$ cat src/rtl/vts_pkg.sv
package vts_pkg;

  typedef enum logic [1:0] {
    MODE_CMD   = 2'd0,
    MODE_PULSE = 2'd1,
    MODE_EVENT = 2'd2,
    MODE_BURST = 2'd3
  } vidMode_e;

  typedef enum logic [1:0] {
    VR_SYNC   = 2'd0,
    VR_BACK   = 2'd1,
    VR_ACTIVE = 2'd2,
    VR_FRONT  = 2'd3
  } vRegion_e;

  typedef enum logic [2:0] {
    HS_SSTART = 3'd0,
    HS_SYNC   = 3'd1,
    HS_SEND   = 3'd2,
    HS_BACK   = 3'd3,
    HS_ACT    = 3'd4,
    HS_FRONT  = 3'd5
  } hSeg_e;

  // Strobes from control to datapath
  typedef struct packed {
    logic     latchFrame;
    logic     segClr;
    hSeg_e    segSel;
    logic     lineClr;
    logic     lineInc;
    vRegion_e region;
  } seqCmd_t;

endpackage

$ cat src/rtl/vts_dp.sv
module vts_dp
  import vts_pkg::*;
#(
  parameter int H_W   = 12,
  parameter int V_W   = 12,
  parameter int WC_W  = 16,
  parameter int PWC_W = 14,
  parameter int AW    = 4,
  parameter int DW    = 16
) (
  input  logic             clk,
  input  logic             rstN,
  input  logic             cfgWrEn,
  input  logic [AW-1:0]    cfgAddr,
  input  logic [DW-1:0]    cfgData,
  input  seqCmd_t          cmd,
  output vidMode_e         cfgMode,
  output vidMode_e         frmMode,
  output logic             segLast,
  output logic             segFirst,
  output logic             lineLast,
  output logic [PWC_W-1:0] pixWc
);

  localparam int VR_N       = 4;
  localparam int VERT_BASE  = 5;
  localparam int DED_SYNC   = 10;
  localparam int DED_FRONT  = 12;

  vidMode_e         modeReg;
  logic [1:0]       fmtReg;
  logic [H_W-1:0]   hswReg, hbpReg, hfpReg, hactReg;
  logic [V_W-1:0]   vLast [VR_N];

  logic [WC_W-1:0]  hsaWc, hbpWc, hfpWc, actWc;
  logic [WC_W-1:0]  segCnt, segLen;
  logic [V_W-1:0]   lineCnt;
  logic             cfgUnused;

  assign cfgUnused = ^cfgData[DW-1:H_W];

  function automatic logic [WC_W-1:0] wcCalc(input logic [H_W:0] px, input logic wide,
                                             input int deduct);
    logic [WC_W-1:0] prod;
    prod = WC_W'(px) << 1;
    if (wide) prod = prod + WC_W'(px);
    return (prod > WC_W'(deduct)) ? prod - WC_W'(deduct) : WC_W'(1);
  endfunction

  // Programmed registers
  always_ff @(posedge clk) begin
    if (!rstN) begin
      modeReg <= MODE_CMD;
      fmtReg  <= '0;
      hswReg  <= '0;
      hbpReg  <= '0;
      hfpReg  <= '0;
      hactReg <= '0;
    end else if (cfgWrEn) begin
      case (cfgAddr)
        AW'(0): begin
          modeReg <= vidMode_e'(cfgData[1:0]);
          fmtReg  <= cfgData[3:2];
        end
        AW'(1): hswReg  <= cfgData[H_W-1:0];
        AW'(2): hbpReg  <= cfgData[H_W-1:0];
        AW'(3): hfpReg  <= cfgData[H_W-1:0];
        AW'(4): hactReg <= cfgData[H_W-1:0];
        default: ;
      endcase
    end
  end

  assign cfgMode = modeReg;

  // Vertical counts: one programmed and one latched register per region
  for (genvar gi = 0; gi < VR_N; gi++) begin : g_vert
    logic [V_W-1:0] vProg;
    logic [V_W-1:0] vLastQ;
    always_ff @(posedge clk) begin
      if (!rstN) begin
        vProg  <= '0;
        vLastQ <= '0;
      end else begin
        if (cfgWrEn && cfgAddr == AW'(VERT_BASE + gi)) vProg <= cfgData[V_W-1:0];
        if (cmd.latchFrame) vLastQ <= (vProg == '0) ? '0 : vProg - V_W'(1);
      end
    end
    assign vLast[gi] = vLastQ;
  end

  // Frame latch of derived word counts
  logic             wide;
  logic [H_W:0]     hbpPix;
  logic [WC_W-1:0]  pixProd;

  always_comb begin
    wide    = (fmtReg != 2'd0);
    hbpPix  = (modeReg == MODE_PULSE) ? {1'b0, hbpReg} : ({1'b0, hbpReg} + {1'b0, hswReg});
    pixProd = (WC_W'(hactReg) << 1) + (wide ? WC_W'(hactReg) : WC_W'(0));
  end

  always_ff @(posedge clk) begin
    if (!rstN) begin
      frmMode <= MODE_CMD;
      hsaWc   <= WC_W'(1);
      hbpWc   <= WC_W'(1);
      hfpWc   <= WC_W'(1);
      actWc   <= WC_W'(1);
      pixWc   <= '0;
    end else if (cmd.latchFrame) begin
      frmMode <= modeReg;
      hsaWc   <= wcCalc({1'b0, hswReg}, wide, DED_SYNC);
      hbpWc   <= wcCalc(hbpPix, wide, DED_SYNC);
      hfpWc   <= wcCalc({1'b0, hfpReg}, wide, DED_FRONT);
      pixWc   <= PWC_W'(pixProd);
      actWc   <= (PWC_W'(pixProd) == '0) ? WC_W'(1) : WC_W'(PWC_W'(pixProd));
    end
  end

  // Segment and line counters
  always_comb begin
    case (cmd.segSel)
      HS_SYNC:  segLen = hsaWc;
      HS_BACK:  segLen = hbpWc;
      HS_ACT:   segLen = actWc;
      HS_FRONT: segLen = hfpWc;
      default:  segLen = WC_W'(1);
    endcase
  end

  always_ff @(posedge clk) begin
    if (!rstN) begin
      segCnt  <= '0;
      lineCnt <= '0;
    end else begin
      segCnt <= cmd.segClr ? '0 : segCnt + WC_W'(1);
      if (cmd.lineClr)      lineCnt <= '0;
      else if (cmd.lineInc) lineCnt <= lineCnt + V_W'(1);
    end
  end

  assign segLast  = (segCnt >= segLen - WC_W'(1));
  assign segFirst = (segCnt == '0);
  assign lineLast = (lineCnt >= vLast[cmd.region]);

  // Working copy only moves on a frame latch
  assert_latch_stable_R12: assert property (@(posedge clk) disable iff (!rstN)
    !cmd.latchFrame |=> $stable(frmMode) && $stable(pixWc))
    else $error("latched frame config changed mid-frame");

  // Control always closes a segment before its counter passes the length
  assert_seg_bound_R13: assert property (@(posedge clk) disable iff (!rstN)
    segCnt < segLen)
    else $error("segment counter overran its length");

endmodule

$ cat src/rtl/vts_ctrl.sv
module vts_ctrl
  import vts_pkg::*;
(
  input  logic     clk,
  input  logic     rstN,
  input  logic     runReq,
  input  vidMode_e cfgMode,
  input  vidMode_e frmMode,
  input  logic     segLast,
  input  logic     segFirst,
  input  logic     lineLast,
  output seqCmd_t  cmd,
  output logic     busy,
  output vRegion_e vRegion,
  output logic     frameStart,
  output logic     syncStart,
  output logic     syncEnd,
  output logic     pixReq,
  output logic     vidDone
);

  logic     running, runPrev, firstLine;
  vRegion_e region;
  hSeg_e    seg;
  logic     startEv, lineEnd, frameEnd, contFrame;

  function automatic hSeg_e nextSeg(input vidMode_e m, input hSeg_e s);
    case (s)
      HS_SSTART: return (m == MODE_PULSE) ? HS_SYNC : ((m == MODE_BURST) ? HS_ACT : HS_BACK);
      HS_SYNC:   return HS_SEND;
      HS_SEND:   return HS_BACK;
      HS_BACK:   return (m == MODE_BURST) ? HS_FRONT : HS_ACT;
      HS_ACT:    return (m == MODE_BURST) ? HS_BACK : HS_FRONT;
      default:   return HS_SSTART;
    endcase
  endfunction

  always_comb begin
    startEv   = runReq && !runPrev && (cfgMode != MODE_CMD);
    lineEnd   = running && segLast && (seg == HS_FRONT);
    frameEnd  = lineEnd && lineLast && (region == VR_FRONT);
    contFrame = runReq && (cfgMode != MODE_CMD);

    cmd.latchFrame = (!running && startEv) || (frameEnd && contFrame);
    cmd.segClr     = !running || segLast;
    cmd.segSel     = seg;
    cmd.lineClr    = !running || (lineEnd && lineLast);
    cmd.lineInc    = lineEnd && !lineLast;
    cmd.region     = region;
  end

  always_ff @(posedge clk) begin
    if (!rstN) begin
      running   <= 1'b0;
      runPrev   <= 1'b0;
      firstLine <= 1'b0;
      region    <= VR_SYNC;
      seg       <= HS_SSTART;
      vidDone   <= 1'b0;
    end else begin
      runPrev <= runReq;
      vidDone <= 1'b0;
      if (!running) begin
        if (startEv) begin
          running   <= 1'b1;
          region    <= VR_SYNC;
          seg       <= HS_SSTART;
          firstLine <= 1'b1;
        end
      end else if (segLast) begin
        if (seg == HS_FRONT) begin
          seg       <= HS_SSTART;
          firstLine <= 1'b0;
          if (lineLast) begin
            if (region == VR_FRONT) begin
              region <= VR_SYNC;
              if (contFrame) begin
                firstLine <= 1'b1;
              end else begin
                running <= 1'b0;
                vidDone <= (cfgMode == MODE_CMD);
              end
            end else begin
              region <= vRegion_e'(region + 2'd1);
            end
          end
        end else begin
          seg <= nextSeg(frmMode, seg);
        end
      end
    end
  end

  assign busy       = running;
  assign vRegion    = region;
  assign syncStart  = running && (seg == HS_SSTART);
  assign syncEnd    = running && (seg == HS_SEND);
  assign frameStart = syncStart && firstLine && (region == VR_SYNC);
  assign pixReq     = running && (seg == HS_ACT) && segFirst && (region == VR_ACTIVE);

  assert_end_pulse_mode_R7: assert property (@(posedge clk) disable iff (!rstN)
    syncEnd |-> frmMode == MODE_PULSE)
    else $error("sync end outside sync-pulse mode");

  assert_req_single_R8: assert property (@(posedge clk) disable iff (!rstN)
    pixReq |=> !pixReq)
    else $error("payload request longer than one cycle");

  assert_done_idle_R11: assert property (@(posedge clk) disable iff (!rstN)
    vidDone |-> !busy)
    else $error("done flag while busy");

  assert_start_frame_R9: assert property (@(posedge clk) disable iff (!rstN)
    $rose(busy) |-> frameStart)
    else $error("run began without frame start");

  assert_region_order_R2: assert property (@(posedge clk) disable iff (!rstN)
    (busy && $past(busy) && !$stable(vRegion)) |-> (2'(vRegion) == 2'($past(vRegion)) + 2'd1))
    else $error("vertical region skipped");

endmodule

$ cat src/rtl/vid_timing_seq.sv
module vid_timing_seq
  import vts_pkg::*;
#(
  parameter int H_W   = 12,
  parameter int V_W   = 12,
  parameter int WC_W  = 16,
  parameter int PWC_W = 14,
  parameter int AW    = 4,
  parameter int DW    = 16
) (
  input  logic             clk,
  input  logic             rstN,
  input  logic             cfgWrEn,
  input  logic [AW-1:0]    cfgAddr,
  input  logic [DW-1:0]    cfgData,
  input  logic             runReq,
  output logic             busy,
  output logic [1:0]       vRegion,
  output logic             frameStart,
  output logic             syncStart,
  output logic             syncEnd,
  output logic             pixReq,
  output logic [PWC_W-1:0] pixWc,
  output logic             vidDone
);

  seqCmd_t  cmd;
  vidMode_e cfgMode, frmMode;
  vRegion_e regionQ;
  logic     segLast, segFirst, lineLast;

  vts_dp #(
    .H_W(H_W), .V_W(V_W), .WC_W(WC_W), .PWC_W(PWC_W), .AW(AW), .DW(DW)
  ) u_dp (
    .clk(clk), .rstN(rstN), .cfgWrEn(cfgWrEn), .cfgAddr(cfgAddr), .cfgData(cfgData),
    .cmd(cmd), .cfgMode(cfgMode), .frmMode(frmMode), .segLast(segLast),
    .segFirst(segFirst), .lineLast(lineLast), .pixWc(pixWc)
  );

  vts_ctrl u_ctrl (
    .clk(clk), .rstN(rstN), .runReq(runReq), .cfgMode(cfgMode), .frmMode(frmMode),
    .segLast(segLast), .segFirst(segFirst), .lineLast(lineLast), .cmd(cmd),
    .busy(busy), .vRegion(regionQ), .frameStart(frameStart), .syncStart(syncStart),
    .syncEnd(syncEnd), .pixReq(pixReq), .vidDone(vidDone)
  );

  assign vRegion = 2'(regionQ);

endmodule

$ cat config.mk
export PLATFORM = sky130hd
export DESIGN_NAME = vid_timing_seq
export DESIGN_NICKNAME = d
export VERILOG_FILES = /design/src/rtl/vts_pkg.sv /design/src/rtl/vts_dp.sv /design/src/rtl/vts_ctrl.sv /design/src/rtl/vid_timing_seq.sv
export SDC_FILE = /design/constraint.sdc
export NUM_CORES = 1
export LEC_CHECK = 0
export ABC_AREA = 1
export BUFFER_PORTS_ARGS = -buffer_cell sky130_fd_sc_hd__buf_2
export CORE_AREA = 10 10 166 323
export CTS_CLUSTER_DIAMETER = 100
export DETAILED_ROUTE_END_ITERATION = 10
export DIE_AREA = 0 0 176 333
export SETUP_SLACK_MARGIN = 0.02
export SYNTH_ARGS = -nofsm -noshare
export SYNTH_HDL_FRONTEND = slang
export SYNTH_SLANG_ARGS = --single-unit
export TNS_END_PERCENT = 100
$ cat constraint.sdc
create_clock -name clk -period 7.2 [get_ports clk]
set_input_delay 0 -clock clk [delete_from_list [all_inputs] [get_ports clk]]
set_output_delay 0 -clock clk [all_outputs]
set_load 0.005 [all_outputs]
# Yosys cells after proc, flatten, opt, wreduce, memory -nomap -nowiden
# Cells that the tools add are included.
# W data, S select, Z words.
# op_classes
addsub	16
order_cmp	6
n_eq_ne	21
muxes	51
n_bitwise	7
reduce_logical	51
# op_table
op	count
$mux W16	12
$mux W12	7
$pmux W16 S4	1
$gt A16 B4 Y1 const B	3
$logic_not A12 Y1	4
$sub A12 B1 Y12 const B	4
$sub A16 B4 Y16 const B	3
$add A13 B12 Y14	2
$bmux W12 S2	1
$logic_and A1 B1 Y1	21
$mux W3	7
$add A16 B1 Y16 const B	1
$eq A4 B3 Y1 const B	4
$ge A16 B16 Y1	1
$logic_not A16 Y1	1
$sub A16 B1 Y16 const B	1
$add A14 B13 Y15	1
$pmux W3 S5	1
$add A13 B14 Y14	1
$logic_not A14 Y1	1
$mux W1	14
$mux W14	1
$add A12 B12 Y13	1
$mux W13	1
28 further kinds	58
# word_totals
reg_bits	265
in_bits	24
output_inout_bits	22
elab_cells	180

# Depth between registers and ports, before layout
# logic_depth
ltp_word	14
depth_mapped	31
mapped_depth_nobuf	31

# Modules after synthesis
# A second synthesis with hierarchy kept.
# hier_totals
cells_unflattened	2314
hier_area_um2	16090.4
# modules_own_cells
mod	instances	cells_per_inst	area_per_inst_um2	seq_area_each_um2
vts_dp	1	2218	15452.3	5084.9
vts_ctrl	1	96	638.1	180.2

# Worst setup path before layout
# OpenSTA, ideal clock, no wires.
# synth_timing
kind	flip-flop to flip-flop
start	reg u_ctrl.seg[2]
end	reg u_dp.g_vert[0].vLastQ[11]
setup_time_ps	70
arrival_ps	3582
required_ps	7130
path_slack_ps	3547
path_stages_with_launch	24
n_path_buf	3
synth_period_minus_slack_ps	3653
path_cell_list	dfxtp_1 inv_2 nand3_2 inv_2 buf_6 a221oi_2 ha_1 inv_1 nor2_2 nand3_1 xnor2_1 ha_1 nand4_1 nor3_1 nand3_1 nand3_1 nand2_1 clkinv_1 nand2_2 o21ai_2 buf_2 buf_2 nand2_1 a21oi_1
# synth_between
elab_chain_len	10
word_cells_on_any_way	13
cone_classes	add/sub: 1; order compare: 1; eq/ne: 4; mux: 1; reduce/logical: 6
# synth_lines
element	line_no	source
start, declared	vts_ctrl.sv:24	hSeg_e seg;
start signal, assigned	vts_ctrl.sv:88	seg <= nextSeg(frmMode, seg);
$eq A3 B3 Y1, or another cell as far along	vts_dp.sv:123, vts_ctrl.sv:40	
$pmux W16 S4	vts_dp.sv:123	case (cmd.segSel)
$sub A16 B1 Y16	vts_dp.sv:143	assign segLast = (segCnt >= segLen - WC_W'(1));
$ge A16 B16 Y1	vts_dp.sv:143	
$logic_and A1 B1 Y1	vts_ctrl.sv:40	lineEnd = running && segLast && (seg == HS_FRONT);
$logic_and A1 B1 Y1 (*)	vts_ctrl.sv:40	
$logic_and A1 B1 Y1 (*) (2 in a row)	vts_ctrl.sv:41	frameEnd = lineEnd && lineLast && (region == VR_FRONT);
$logic_and A1 B1 Y1 (*)	vts_ctrl.sv:44	cmd.latchFrame = (!running && startEv) || (frameEnd && contFrame);
$logic_or A1 B1 Y1 (*)	vts_ctrl.sv:44	
end signal, assigned	vts_dp.sv:86	if (cmd.latchFrame) vLastQ <= (vProg == '0) ? '0 : vProg - V_W'(1);
end, declared	vts_dp.sv:79	logic [V_W-1:0] vLastQ;
# Mark *: on every way between the ends. The rest lies on a longest branch, timed or not.
# A chain may end at the register's enable or synchronous reset.

# Final worst setup path
# layout_timing
start	reg u_ctrl.seg[2]
end	reg u_dp.hsaWc[15]
# layout_between
elab_chain_len	10
word_cells_on_any_way	13
cone_classes	add/sub: 1; order compare: 1; eq/ne: 4; mux: 1; reduce/logical: 6
# layout_lines
element	line_no	source
$eq A3 B3 Y1, or another cell as far along	vts_dp.sv:123, vts_ctrl.sv:40	
$pmux W16 S4	vts_dp.sv:123	
$sub A16 B1 Y16	vts_dp.sv:143	
$ge A16 B16 Y1	vts_dp.sv:143	
$logic_and A1 B1 Y1	vts_ctrl.sv:40	
$logic_and A1 B1 Y1 (*)	vts_ctrl.sv:40	
$logic_and A1 B1 Y1 (*) (2 in a row)	vts_ctrl.sv:41	
$logic_and A1 B1 Y1 (*)	vts_ctrl.sv:44	
$logic_or A1 B1 Y1 (*)	vts_ctrl.sv:44	
end signal, assigned	vts_dp.sv:113	hsaWc <= wcCalc({1'b0, hswReg}, wide, DED_SYNC);
end, declared	vts_dp.sv:35	logic [WC_W-1:0] hsaWc, hbpWc, hfpWc, actWc;
# Marks and branches as above.

==> results.txt <==
The first global-routing pass estimated ~80000 um of wire. The count of buffers from port buffering came out at 41. In this run the worst hold path is classified as input pin to register. Of the available clock period, the critical path in the final layout requires 0.728.

dfxtp_1 takes more of the synthesized area than any other cell. In this run the tightest slew margin relative to its limit is 0.322. The number of max-slew violations in the final report came to 0.

The arrival time of data at the critical path endpoint came out at 5.72 ns. The DRC violation count after routing is 0. The highest attainable clock frequency is ~0.19 GHz. The critical path starts at u_ctrl.seg[2]. The number of buffer and inverter stages on the critical path came out at 5.

The worst hold slack across all endpoints came out at approximately 0.41 ns. Sorting the synthesized cells by area gives the leading types as dfxtp_1 31%, nand2_1 13%, a21oi_1 7.8%. The worst setup timing slack at the placement stage is about 2 ns. The aggregate global routing overflow came out at 0. The number of nets in the layout is ~2700.

The detail route stage leaves a number of antenna-violating nets equal to 0. The count of standard-cell rows is ~110. The number of warning messages in the yosys log is 0.

On the worst path, the slowest cell contributes a delay of roughly 0.75 ns. Clock-pin slew was measured on the worst setup and hold paths at 0.07 ns. The startpoint class of the critical path is a register. In this design, the largest share of critical-path delay is due to simple AND/OR/NAND/NOR gates. The post-synthesis async set-or-reset flop share is 0. The adder and majority cell fraction of the synthesized area is 0.0823. For the final routed database, the setup TNS stands at 0 ns. Measured along the x axis, the die boundary spans around 180 um. Summing internal, switching and leakage power gives between 3 and 4 mW.

The share of synthesized area occupied by flip-flops and latches is 0.315. The clock insertion delay at the later pin of the skew report came out at about 0.56 ns. The worst reg2reg path depth is 26. The die area came out at ~60000 um^2. The standby leakage power is 8.44 nW. The number of top-level pins came out at 46. The cell at the slowest stage of the critical path is nor2_2. The total detailed-routing wirelength came out at a little over 50000 um. The post-synthesis average cell area is about 6.6 um^2. nand2_1 is the most common cell in the netlist. The critical path is of the register to register type. The pin count of the biggest net entering global routing came out at 90.

The instance count of the mapped netlist came out at 2535. The via count of the first global-routing pass came to between 15000 and 20000. The number of register bits inferred by synthesis is 263. Of the total synthesized cell area, the portion taken by AND, OR, NAND and NOR gates is 0.279. TritonCTS built the clock tree. The multi-input gate area in the final layout is ~10000 um^2. The initial cell density of the core came out at 0.347. The number of antenna diodes in the final layout is 0. The max-cap violation count is 0.

The clock buffer count from CTS came out at 25. The power density over cell area is between 150 and 200 nW/um^2. The worst-case setup margin in the final layout came out at 1.96 ns.

The number of failing setup endpoints in the final timing report came out at 0. Of the post-synthesis cell area, the part taken by muxes is 0.000598. The type of element capturing the critical path is a register.

The clock net sink count is about 260. The number of antenna violations at the first check in global routing is 1. The count of cell types in the netlist came out at 53. STA puts the critical path data required time at about 7.7 ns.

The cell count after placement came out at 3135. By instance count, the cell type seen most on the critical path is nand2_1. The total via count in the routed design came out at 16400. The register area came out at ~5300 um^2. Sorting the synthesized cells by how often they occur yields 566 x nand2_1, 324 x nor2_1, 290 x inv_1. The number of levels the H-tree was split into is 1. The wire length per cell is around 16 um. The post-route minimum period is approximately 5.2 ns. Measured along the y axis, the die boundary spans 333 um. The flow ran to the end, and the final reports show no timing, DRC or antenna violations. The total number of cells along the worst setup path is 26. In this run the standard cell core region covers ~48000 um^2.

Setup repair after global routing left no endpoint under its margin. Of the cells placed in the final design, the portion with a size suffix greater than 1 is 0.0576. The fraction of synthesized cell area taken by the top area cell type came out at 0.315. The root buffer cell is clkbuf_16. In the routed layout, each cell is associated on average with a via count of 5.12. The number of cells upsized or downsized after cts came out at 0. The hold path startpoint is cfgData[5].

The post-synthesis net count came out at around 2700. The congestion estimate from routability-driven global placement came to 0.887. Along the worst path, the maximum fanout reaches 80. The post-synthesis to final-layout area growth is 11.2%. For this run, the total global-route usage over all layers was measured as 0.167. The final-report hold violation count came out at 0. The non-filler instance count after layout is ~3200. The worst hold path depth came out at 4. The violation count after the first detailed-route iteration came out at approximately 1100.

The maximum VDD drop came out at 0.192 mV. The number of enable flip-flop cells after synthesis came out at 0. The filler cells instantiated in the layout total 5184. The transition at the pin with the smallest max-transition slack is between 1 and 1.5 ns.

Detailed placement finished with a half-perimeter wire length of a little under 40000 um. The fraction of synthesized cell area in xor and xnor cells came out at 0.0382. For this run, the detailed router's first-pass iteration total came to 6. The maximum number of buffers from clock root to sink is 3. The clock skew after layout is roughly 0.023 ns. After synthesis, the largest family of logic cells by area is simple AND/OR/NAND/NOR gates. The post-synthesis compound-gate area fraction is 0.194. The worst flop-to-flop path startpoint is u_ctrl.seg[2]. The cell area after technology mapping came out at 16700 um^2. The most used flip-flop cell after synthesis is dfxtp_1.
-- layout by cell type (no fill, tap or decap), types with 31 or more instances in the layout --
| cell | netlist | routed |
|---|---|---|
| a21oi_1 | 260 | 260 |
| buf_2 | 19 | 40 |
| dfxtp_1 | 263 | 263 |
| ha_1 | 102 | 102 |
| inv_1 | 290 | 290 |
| nand2_1 | 566 | 565 |
| nand3_1 | 117 | 117 |
| nand4_1 | 31 | 31 |
| nor2_1 | 324 | 324 |
| nor3_1 | 31 | 31 |
| o21ai_0 | 218 | 218 |
| xnor2_1 | 35 | 35 |
| xor2_1 | 38 | 38 |
-- flip-flops by register name (all words and copies together) (netlist names) --
name                cells
u_ctrl.busy             1
u_ctrl.firstLine        1
u_ctrl.runPrev          1
u_ctrl.seg              3
u_ctrl.vRegion          2
u_ctrl.vidDone          1
u_dp.actWc             14
u_dp.cfgMode            2
u_dp.fmtReg             2
u_dp.frmMode            2
u_dp.g_vert.vLastQ     48
u_dp.g_vert.vProg      48
u_dp.hactReg           12
u_dp.hbpReg            12
u_dp.hbpWc             16
u_dp.hfpReg            12
u_dp.hfpWc             16
u_dp.hsaWc             16
u_dp.hswReg            12
u_dp.lineCnt           12
u_dp.pixWc             14
u_dp.segCnt            16
-- final timing paths --
kind | endpoint | slack [ns]
min | u_dp.g_vert[2].vProg[5] | 0.41
min reg2reg | u_dp.hsaWc[14] | 0.44
max | u_dp.hsaWc[15] | 1.96
max reg2reg | u_dp.hsaWc[15] | 1.96
-- final cells by class --
class                      count  share of cell area
timing repair buffer          75              0.0289
multi-input combinational   1879               0.535
tap                          638              0.0429
sequential                   263               0.283
inverter                     305              0.0616
clock buffer                  30              0.0363
clock inverter                16              0.0123
-- power by group --
group          leakage [nW]  internal, mW  switching [mW]
Sequential             2.12          1.48          0.0228
Clock                 0.445         0.855           0.613
Combinational          5.87         0.161           0.330
-- worst reg2reg max path, cell delays in order (launching register included) --
cell,delay (ns)
dfxtp_1,0.47
inv_2,0.09
nor2_2,0.75
nand2_1,0.13
nand3_1,0.16
a221oi_2,0.08
ha_1,0.27
inv_1,0.10
nor2_1,0.06
xnor2_1,0.18
inv_1,0.07
ha_1,0.27
nand2_1,0.07
nor2_1,0.05
nand2_1,0.06
o211ai_1,0.08
nand2_1,0.11
nand3_1,0.23
nand2_1,0.14
clkinv_1,0.09
nand2_2,0.15
nand2_1,0.12
nand2_4,0.63
buf_4,0.48
nand2_1,0.12
o21a_1,0.12
nor2_1,0.07
-- logic make-up (layout without fill, tap and decap cells) --
group / count (synthesis) / count (layout)
xor gates and xnor gates: 73 / 73
buffers and inverters: 393 / 426
and+or+nand+nor: 1125 / 1125
AOI/OAI and AO/OA: 573 / 573
DFF: 263 / 263
adders and majority gates: 107 / 107
muxes: 1 / 1
-- per-layer routing --
metal	up-vias	global-route usage	part of all wire
li1	8347	-	-
met1	7633	0.176	0.39
met2	336	0.319	0.53
met3	101	0.0153	0.035
met4	0	0.0817	0.049
met5	-	0	0
-- through the flow --
step / utilization / cell area [um^2]
final: 0.386 / 18600
after global routing: 0.386 / 18600
after CTS: 0.386 / 18600
after detailed placement: 0.362 / 17400
after global placement: 0.362 / 17400
after floorplan: - / 16700
-- timing repair --
action	in CTS	in global routing
buffers inserted	0	0
endpoints found under the hold margin	116	0
hold buffers	25	0
(Power assumes the default switching activity.)
